### config.mk
export PLATFORM = sky130hd
export DESIGN_NAME = usb_ctl_reg
export DESIGN_NICKNAME = d
export VERILOG_FILES = /design/src/rtl/usb_ctl_pkg.sv /design/src/rtl/usb_ctl_bits.sv /design/src/rtl/usb_ctl_ppb.sv /design/src/rtl/usb_ctl_reg.sv
export SDC_FILE = /design/constraint.sdc
export NUM_CORES = 1
export LEC_CHECK = 0
export BUFFER_PORTS_ARGS = -buffer_cell sky130_fd_sc_hd__clkbuf_2
export CAP_MARGIN = 20
export CORE_ASPECT_RATIO = 2
export CORE_MARGIN = 3
export CORE_UTILIZATION = 30
export CTS_BUF_LIST = sky130_fd_sc_hd__clkbuf_4
export CTS_CLUSTER_SIZE = 25
export DETAILED_ROUTE_END_ITERATION = 8
export GPL_TIMING_DRIVEN = 0
export PLACE_DENSITY = 0.63
export SLEW_MARGIN = 20
export SYNTH_ARGS = -nofsm -noshare
export SYNTH_HDL_FRONTEND = slang
export SYNTH_HIERARCHICAL = 1
export SYNTH_SLANG_ARGS = --single-unit
### constraint.sdc
create_clock -name clk -period 2.3 [get_ports clk]
set_input_delay 0.23 -clock clk [delete_from_list [all_inputs] [get_ports clk]]
set_output_delay 0.23 -clock clk [all_outputs]
set_load 0.03 [all_outputs]
### src/rtl/usb_ctl_pkg.sv
package usb_ctl_pkg;
   // Bit positions of the control word; software decodes these.
   localparam int unsigned CW_W      = 8;
   localparam int unsigned B_PPBRST  = 6;
   localparam int unsigned B_SE0     = 5;
   localparam int unsigned B_PKTDIS  = 4;
   localparam int unsigned B_EN      = 3;
   localparam int unsigned B_RESUME  = 2;
   localparam int unsigned B_SUSP    = 1;

   typedef struct packed {
      logic ppbrst;
      logic pktdis;
      logic en;
      logic resume;
      logic susp;
   } ctl_t;
endpackage

### src/rtl/usb_ctl_bits.sv
module usb_ctl_bits
   import usb_ctl_pkg::*;
#(
   parameter bit SETUP_WHEN_IDLE = 1'b0
) (
   input  logic            clk,
   input  logic            rst_n,
   input  logic            wr,
   input  logic [CW_W-1:0] wdata,
   input  logic            setup_stb,
   output ctl_t            ctl,
   output logic            clr_req,
   output logic            seq_err
);
   ctl_t ctl_q, ctl_d;
   logic err_q;
   logic setup_take;

   generate
      if (SETUP_WHEN_IDLE) begin : g_setup_any
         assign setup_take = setup_stb;
      end else begin : g_setup_en
         assign setup_take = setup_stb & ctl_q.en;
      end
   endgenerate

   always_comb begin
      ctl_d = ctl_q;
      if (wr) begin
         ctl_d.ppbrst = wdata[B_PPBRST];
         ctl_d.pktdis = wdata[B_PKTDIS];
         ctl_d.en     = wdata[B_EN];
         ctl_d.resume = wdata[B_RESUME];
         ctl_d.susp   = wdata[B_SUSP];
      end
      if (setup_take) ctl_d.pktdis = 1'b1;   // hardware set wins
   end

   always_ff @(posedge clk or negedge rst_n) begin
      if (!rst_n) begin
         ctl_q <= '0;
         err_q <= 1'b0;
      end else begin
         ctl_q <= ctl_d;
         if (wr && ctl_q.en && !wdata[B_EN] && ctl_q.susp) err_q <= 1'b1;
      end
   end

   assign clr_req = wr & (wdata[B_PPBRST] | (wdata[B_EN] & ~ctl_q.en));
   assign ctl     = ctl_q;
   assign seq_err = err_q;

   AST_SETUP_SETS_PKTDIS: assert property (@(posedge clk) disable iff (!rst_n)
      (setup_stb && ctl_q.en) |=> ctl_q.pktdis);
   AST_SETUP_BEATS_CLEAR: assert property (@(posedge clk) disable iff (!rst_n)
      (setup_stb && ctl_q.en && wr && !wdata[B_PKTDIS]) |=> ctl_q.pktdis);
   AST_ERR_STICKY: assert property (@(posedge clk) disable iff (!rst_n)
      err_q |=> err_q);
endmodule

### src/rtl/usb_ctl_ppb.sv
module usb_ctl_ppb #(
   parameter int unsigned NUM_EP = 16,
   localparam int unsigned EP_W  = $clog2(NUM_EP),
   localparam int unsigned NPTR  = 2 * NUM_EP
) (
   input  logic            clk,
   input  logic            rst_n,
   input  logic            en,
   input  logic            hold_clr,
   input  logic            clr_req,
   input  logic            xfer_done,
   input  logic [EP_W-1:0] xfer_ep,
   input  logic            xfer_dir,
   output logic [NPTR-1:0] ptr
);
   logic [EP_W:0] sel_idx;
   logic          tog_ok;

   assign sel_idx = {xfer_ep, xfer_dir};
   assign tog_ok  = xfer_done & en & ~hold_clr;

   for (genvar i = 0; i < NPTR; i++) begin : g_ptr
      localparam logic [EP_W:0] IDX = i[EP_W:0];
      always_ff @(posedge clk or negedge rst_n) begin
         if (!rst_n)                        ptr[i] <= 1'b0;
         else if (clr_req || hold_clr)      ptr[i] <= 1'b0;
         else if (tog_ok && sel_idx == IDX) ptr[i] <= ~ptr[i];
      end
   end

   AST_HOLD_KEEPS_EVEN: assert property (@(posedge clk) disable iff (!rst_n)
      hold_clr |=> (ptr == '0));
   AST_IDLE_NO_TOGGLE: assert property (@(posedge clk) disable iff (!rst_n)
      (!en && !clr_req) |=> $stable(ptr));
   AST_ONE_BIT_FLIPS: assert property (@(posedge clk) disable iff (!rst_n)
      (xfer_done && en && !hold_clr && !clr_req) |=> ($countones(ptr ^ $past(ptr)) == 1));
endmodule

### src/rtl/usb_ctl_reg.sv
module usb_ctl_reg
   import usb_ctl_pkg::*;
#(
   parameter int unsigned NUM_EP          = 16,
   parameter bit          SETUP_WHEN_IDLE = 1'b0,
   localparam int unsigned EP_W = $clog2(NUM_EP),
   localparam int unsigned NPTR = 2 * NUM_EP
) (
   input  logic            clk,
   input  logic            rst_n,
   input  logic            reg_wr,
   input  logic [CW_W-1:0] reg_wdata,
   output logic [CW_W-1:0] reg_rdata,
   input  logic            se0_sync,
   input  logic            setup_stb,
   input  logic            xfer_done,
   input  logic [EP_W-1:0] xfer_ep,
   input  logic            xfer_dir,
   output logic            attach_pu_en,
   output logic            sie_clk_en,
   output logic            resume_drv,
   output logic            pkt_proc_en,
   output logic [NPTR-1:0] ppb_ptr,
   output logic            seq_err
);
   generate
      if (NUM_EP < 2 || NUM_EP > 16) begin : g_bad_ep
         $error("usb_ctl_reg: NUM_EP must lie in 2..16");
      end
      if ((NUM_EP & (NUM_EP - 1)) != 0) begin : g_bad_pow
         $error("usb_ctl_reg: NUM_EP must be a power of two");
      end
   endgenerate

   ctl_t ctl;
   logic clr_req;

   usb_ctl_bits #(.SETUP_WHEN_IDLE(SETUP_WHEN_IDLE)) bits_i (
      .clk(clk), .rst_n(rst_n), .wr(reg_wr), .wdata(reg_wdata),
      .setup_stb(setup_stb), .ctl(ctl), .clr_req(clr_req), .seq_err(seq_err)
   );

   usb_ctl_ppb #(.NUM_EP(NUM_EP)) ppb_i (
      .clk(clk), .rst_n(rst_n), .en(ctl.en), .hold_clr(ctl.ppbrst),
      .clr_req(clr_req), .xfer_done(xfer_done), .xfer_ep(xfer_ep),
      .xfer_dir(xfer_dir), .ptr(ppb_ptr)
   );

   always_comb begin
      reg_rdata           = '0;
      reg_rdata[B_PPBRST] = ctl.ppbrst;
      reg_rdata[B_SE0]    = se0_sync;
      reg_rdata[B_PKTDIS] = ctl.pktdis;
      reg_rdata[B_EN]     = ctl.en;
      reg_rdata[B_RESUME] = ctl.resume;
      reg_rdata[B_SUSP]   = ctl.susp;
   end

   assign attach_pu_en = ctl.en;
   assign sie_clk_en   = ctl.en & ~ctl.susp;
   assign resume_drv   = ctl.en & ctl.resume;
   assign pkt_proc_en  = ctl.en & ~ctl.pktdis;

   AST_WRITE_TAKES: assert property (@(posedge clk) disable iff (!rst_n)
      reg_wr |=> (reg_rdata[B_EN] == $past(reg_wdata[B_EN])));
   AST_ENABLE_EVEN: assert property (@(posedge clk) disable iff (!rst_n)
      (reg_wr && reg_wdata[B_EN] && !attach_pu_en) |=> (ppb_ptr == '0));
   AST_IDLE_QUIET: assert property (@(posedge clk) disable iff (!rst_n)
      !attach_pu_en |-> !(sie_clk_en || resume_drv || pkt_proc_en));
endmodule

==> impl_metrics.csv <==
group,metric,value,unit
power_and_ir_drop,ir_drop,0.2816,mV
placement,post-place-ws,0.2695,ns
setup_path,crit_chain,"nor2b_1 -> o21a_1 -> or2_1 -> clkbuf_1 -> or4_1 -> nand2_1",
setup_path,startpoint,"bits_i/ctl[2]$_DFFE_PN0P_",
timing,rsz0062_at_grt,"false",
power_and_ir_drop,leakage,1.060,nW
clock_tree,cts_sinks,38,
synth,synth-edff-count,0,
hold_path,min_path_type,"input port to asynchronous set/reset pin",
floorplan,core,6310,µm²
clock_tree,cts_tree,"built",
routing,drt_iter0_markers,96,
final_layout,num_antenna_cells,0,
timing,layout_min_cycle_time,2.041,ns
synth,ys_seq_area_share,48.35,%
synth,synthAdderAreaFrac,0,%
grt,grt_pass1_vias,1821,
clock_tree,htreeDepth,2,
grt,grt.total_usage,15.08,%
synth,yosys.area_share.simple,22.90,%
final_layout,stdcell_area,2380,µm²
synth,synth_cells,190,
run_status,status,"finished clean",
synth,syn_area,1967,µm²
final_layout,ff_latch_area,950.9,µm²
clock_tree,cts.clk_slew.worst_paths,0.11,ns
timing,skew,0.01085,ns
clock_tree,cts_resized,0,
setup_path,critPathCapture,"ppb_i/ptr[10]$_DFFE_PN0P_",
synth,synth_cell_types,28,
setup_path,end_kind,"flop",
timing,setup_ws,0.2587,ns
power_and_ir_drop,p_total,0.001243,W
synth,synth_compound_area_share,18.96,%
setup_path,critPathLaunchType,"flop",
setup_path,crit_path_max_incr_delay,0.56,ns
timing,max_clock_freq,489.9,MHz
synth,synth_top_family_by_area,"simple AND/OR/NAND/NOR gates",
floorplan,die_h,120.5,µm
floorplan,fp.dieW,63.26,µm
synth,ys.flop_type,"dfrtp_1",
floorplan,initial_core_util,31.17,%
synth,synth_top_area_share,48.35,%
setup_path,r2r_start,"bits_i/ctl[2]$_DFFE_PN0P_",
synth,yosysWarnings,6,
timing,setup_viol,0,
routing,avgRoutedWirePerCell,16.70,µm
placement,port-buffer-count,52,
setup_path,setup.worst_path.class,"flop to flop",
power_and_ir_drop,power_density,522.2,nW/µm²
setup_path,worst_path_max_delay_cell,"or4_1",
job,drv_cap,0,
synth,ys_ff_latch,38,
routing,routed_wl,5.593,mm
grt,overflow,0,
placement,place_area,2338,µm²
routing,vias_per_cell,5.472,
floorplan,ios,64,
synth,synthArstFlopShare,100.0,%
routing,final_antenna_net_count,0,
final_layout,fillCellCount,645,
final_layout,instances_no_fill,335,
timing,hold_viol,0,
synth,avgSynthCellArea,10.35,µm²
setup_path,required,2.58,ns
routing,drc,0,
grt,grt_max_degree,39,
synth,synth.mux.area_fraction,2.290,%
clock_tree,post-cts-setup-buffers,0,
final_layout,syn_to_final_growth,20.99,%
setup_path,r2r_cells,6,
clock_tree,cts_hold_buf,0,
setup_path,worstReg2RegEnd,"ppb_i/ptr[10]$_DFFE_PN0P_",
grt,grt_pass1_wl,9.011,mm
clock_tree,clock_latency,0.35,ns
final_layout,drive_gt1_share,30.12,%
timing,setup_tns,0,ns
setup_path,r2r_setup_slack,0.26,ns
final_layout,nets,269,
placement,dp.final_hpwl,4.079,mm
grt,grt_antenna_before_repair,0,
synth,synth_xor_area_share,0,%
synth,yosysMostFrequentCell,"dfrtp_1",
timing,max-slew-margin-rel,34.44,%
routing,via_count,1833,
timing,final-max-slew-violation-count,0,
floorplan,dieArea,7623,µm²
floorplan,num_rows,41,
final_layout,multi_input_area,875.8,µm²
placement,dp.cells,329,
timing,finalCritPeriodShare,88.75,%
synth,yosys.area.top_type,"dfrtp_1",
timing,tightest_slew,0.9834,ns
placement,place_congestion,0.8152,
synth,ys_top_cells_by_area,"dfrtp_1 48%, or4_1 11%, o31ai_1 7.6%",
clock_tree,cts_made_buffers,5,
setup_path,cp.arrival,2.32,ns
setup_path,critPathMaxFanout,11,
clock_tree,cts_root_buf,"clkbuf_4",
clock_tree,cts_max_path_buffers,2,
routing,firstDrtPassIters,4,
synth,ys_top_cells_by_count,"38 x dfrtp_1, 30 x or4_1, 22 x a21oi_1",
[how the worst min path moves through the flow]
stage / from / slack [ns] / endpoint / depth (start not counted)
after global routing: rst_n / 0.08 / bits_i/ctl[3]$_DFFE_PN0P_ / 1
after CTS: rst_n / 0.06 / ppb_i/ptr[0]$_DFFE_PN0P_ / 1
after global placement: rst_n / 0.43 / ppb_i/ptr[12]$_DFFE_PN0P_ / 1
after detailed placement: rst_n / 0.44 / ppb_i/ptr[6]$_DFFE_PN0P_ / 1
final: rst_n / 0.03 / ppb_i/ptr[6]$_DFFE_PN0P_ / 1
after floorplan: rst_n / -0.07 / bits_i/ctl[0]$_DFFE_PN0P_ / 0
[layer usage]
layer  track usage [%]  up-vias  routed length [µm]
li1                  -      846                   -
met1             15.92      903                2000
met2             27.73       70                3149
met3             2.695       14                 265
met4             8.119        0                 177
met5                 0        -                   0
[power breakdown]
group          leakage [nW]  internal (W)  switching [W]  total (W)
clock network        0.0246      0.000105       0.000221   0.000326
logic                 0.521     0.0000665       0.000154   0.000220
registers             0.514      0.000680      0.0000160   0.000696
[area by class of cell]
class,count,share of cell area (%)
inverters,1,0.1577
well taps,86,4.522
flip-flops and latches,38,39.96
repair buffers,52,10.94
clock buffers,5,1.577
clock inverters,1,0.1577
plain buffers,24,5.889
multi-input cells,128,36.80
[flip-flops by register name (all words and copies together), names as in the netlist]
name and cells:
bits_i/ctl 5, bits_i/seq_err 1, ppb_i/ptr 32
[cells in the final DEF, fill, tap and decap left out]
cell       netlist  routed
a21oi_1         22      22
a221o_1          1       1
a41o_1           1       1
and2_1           1       1
buf_2            4       4
buf_4            4       4
buf_6            4       4
clkbuf_1        12      12
clkbuf_2         0      52
clkbuf_4         0       5
clkinv_1         0       1
conb_1           1       2
dfrtp_1         38      38
inv_1            1       1
mux2_2           4       4
nand2_1         12      12
nand2b_1         4       4
nand4_1          1       1
nand4b_1         4       4
nand4bb_1        2       2
nor2_1           1       1
nor2b_1          2       2
nor2b_4          2       2
o211ai_1        10      10
o21a_1           1       1
o21ai_0          2       2
o31ai_1         20      20
or2_1            3       3
or3_1            2       2
or4_1           30      30
or4b_1           1       1
[critical path: cells and delay by family, from the launching register on]
kind / cells / cell delay [ns]
AND/OR/NAND/NOR: 4 / 1.00
flip-flops: 1 / 0.54
buffers and inverters: 1 / 0.25
AO/OA/AOI/OAI: 1 / 0.18
[kinds of logic after synthesis]
kind of cell / after synthesis
buffers and inverters: 25
other: 1
AND/OR/NAND/NOR: 65
AO/OA/AOI/OAI: 57
multiplexers: 4
flip-flops: 38
[per-stage QoR]
stage | hold WS [ns] | util [%]
after floorplan | -0.06559 | -
after global placement | 0.4310 | 37.06
after detailed placement | 0.4443 | 37.06
after CTS | 0.05580 | 37.72
after global routing | 0.08353 | 37.72
final | 0.02899 | 37.72
Note: power is estimated with default switching activity, not from simulation.
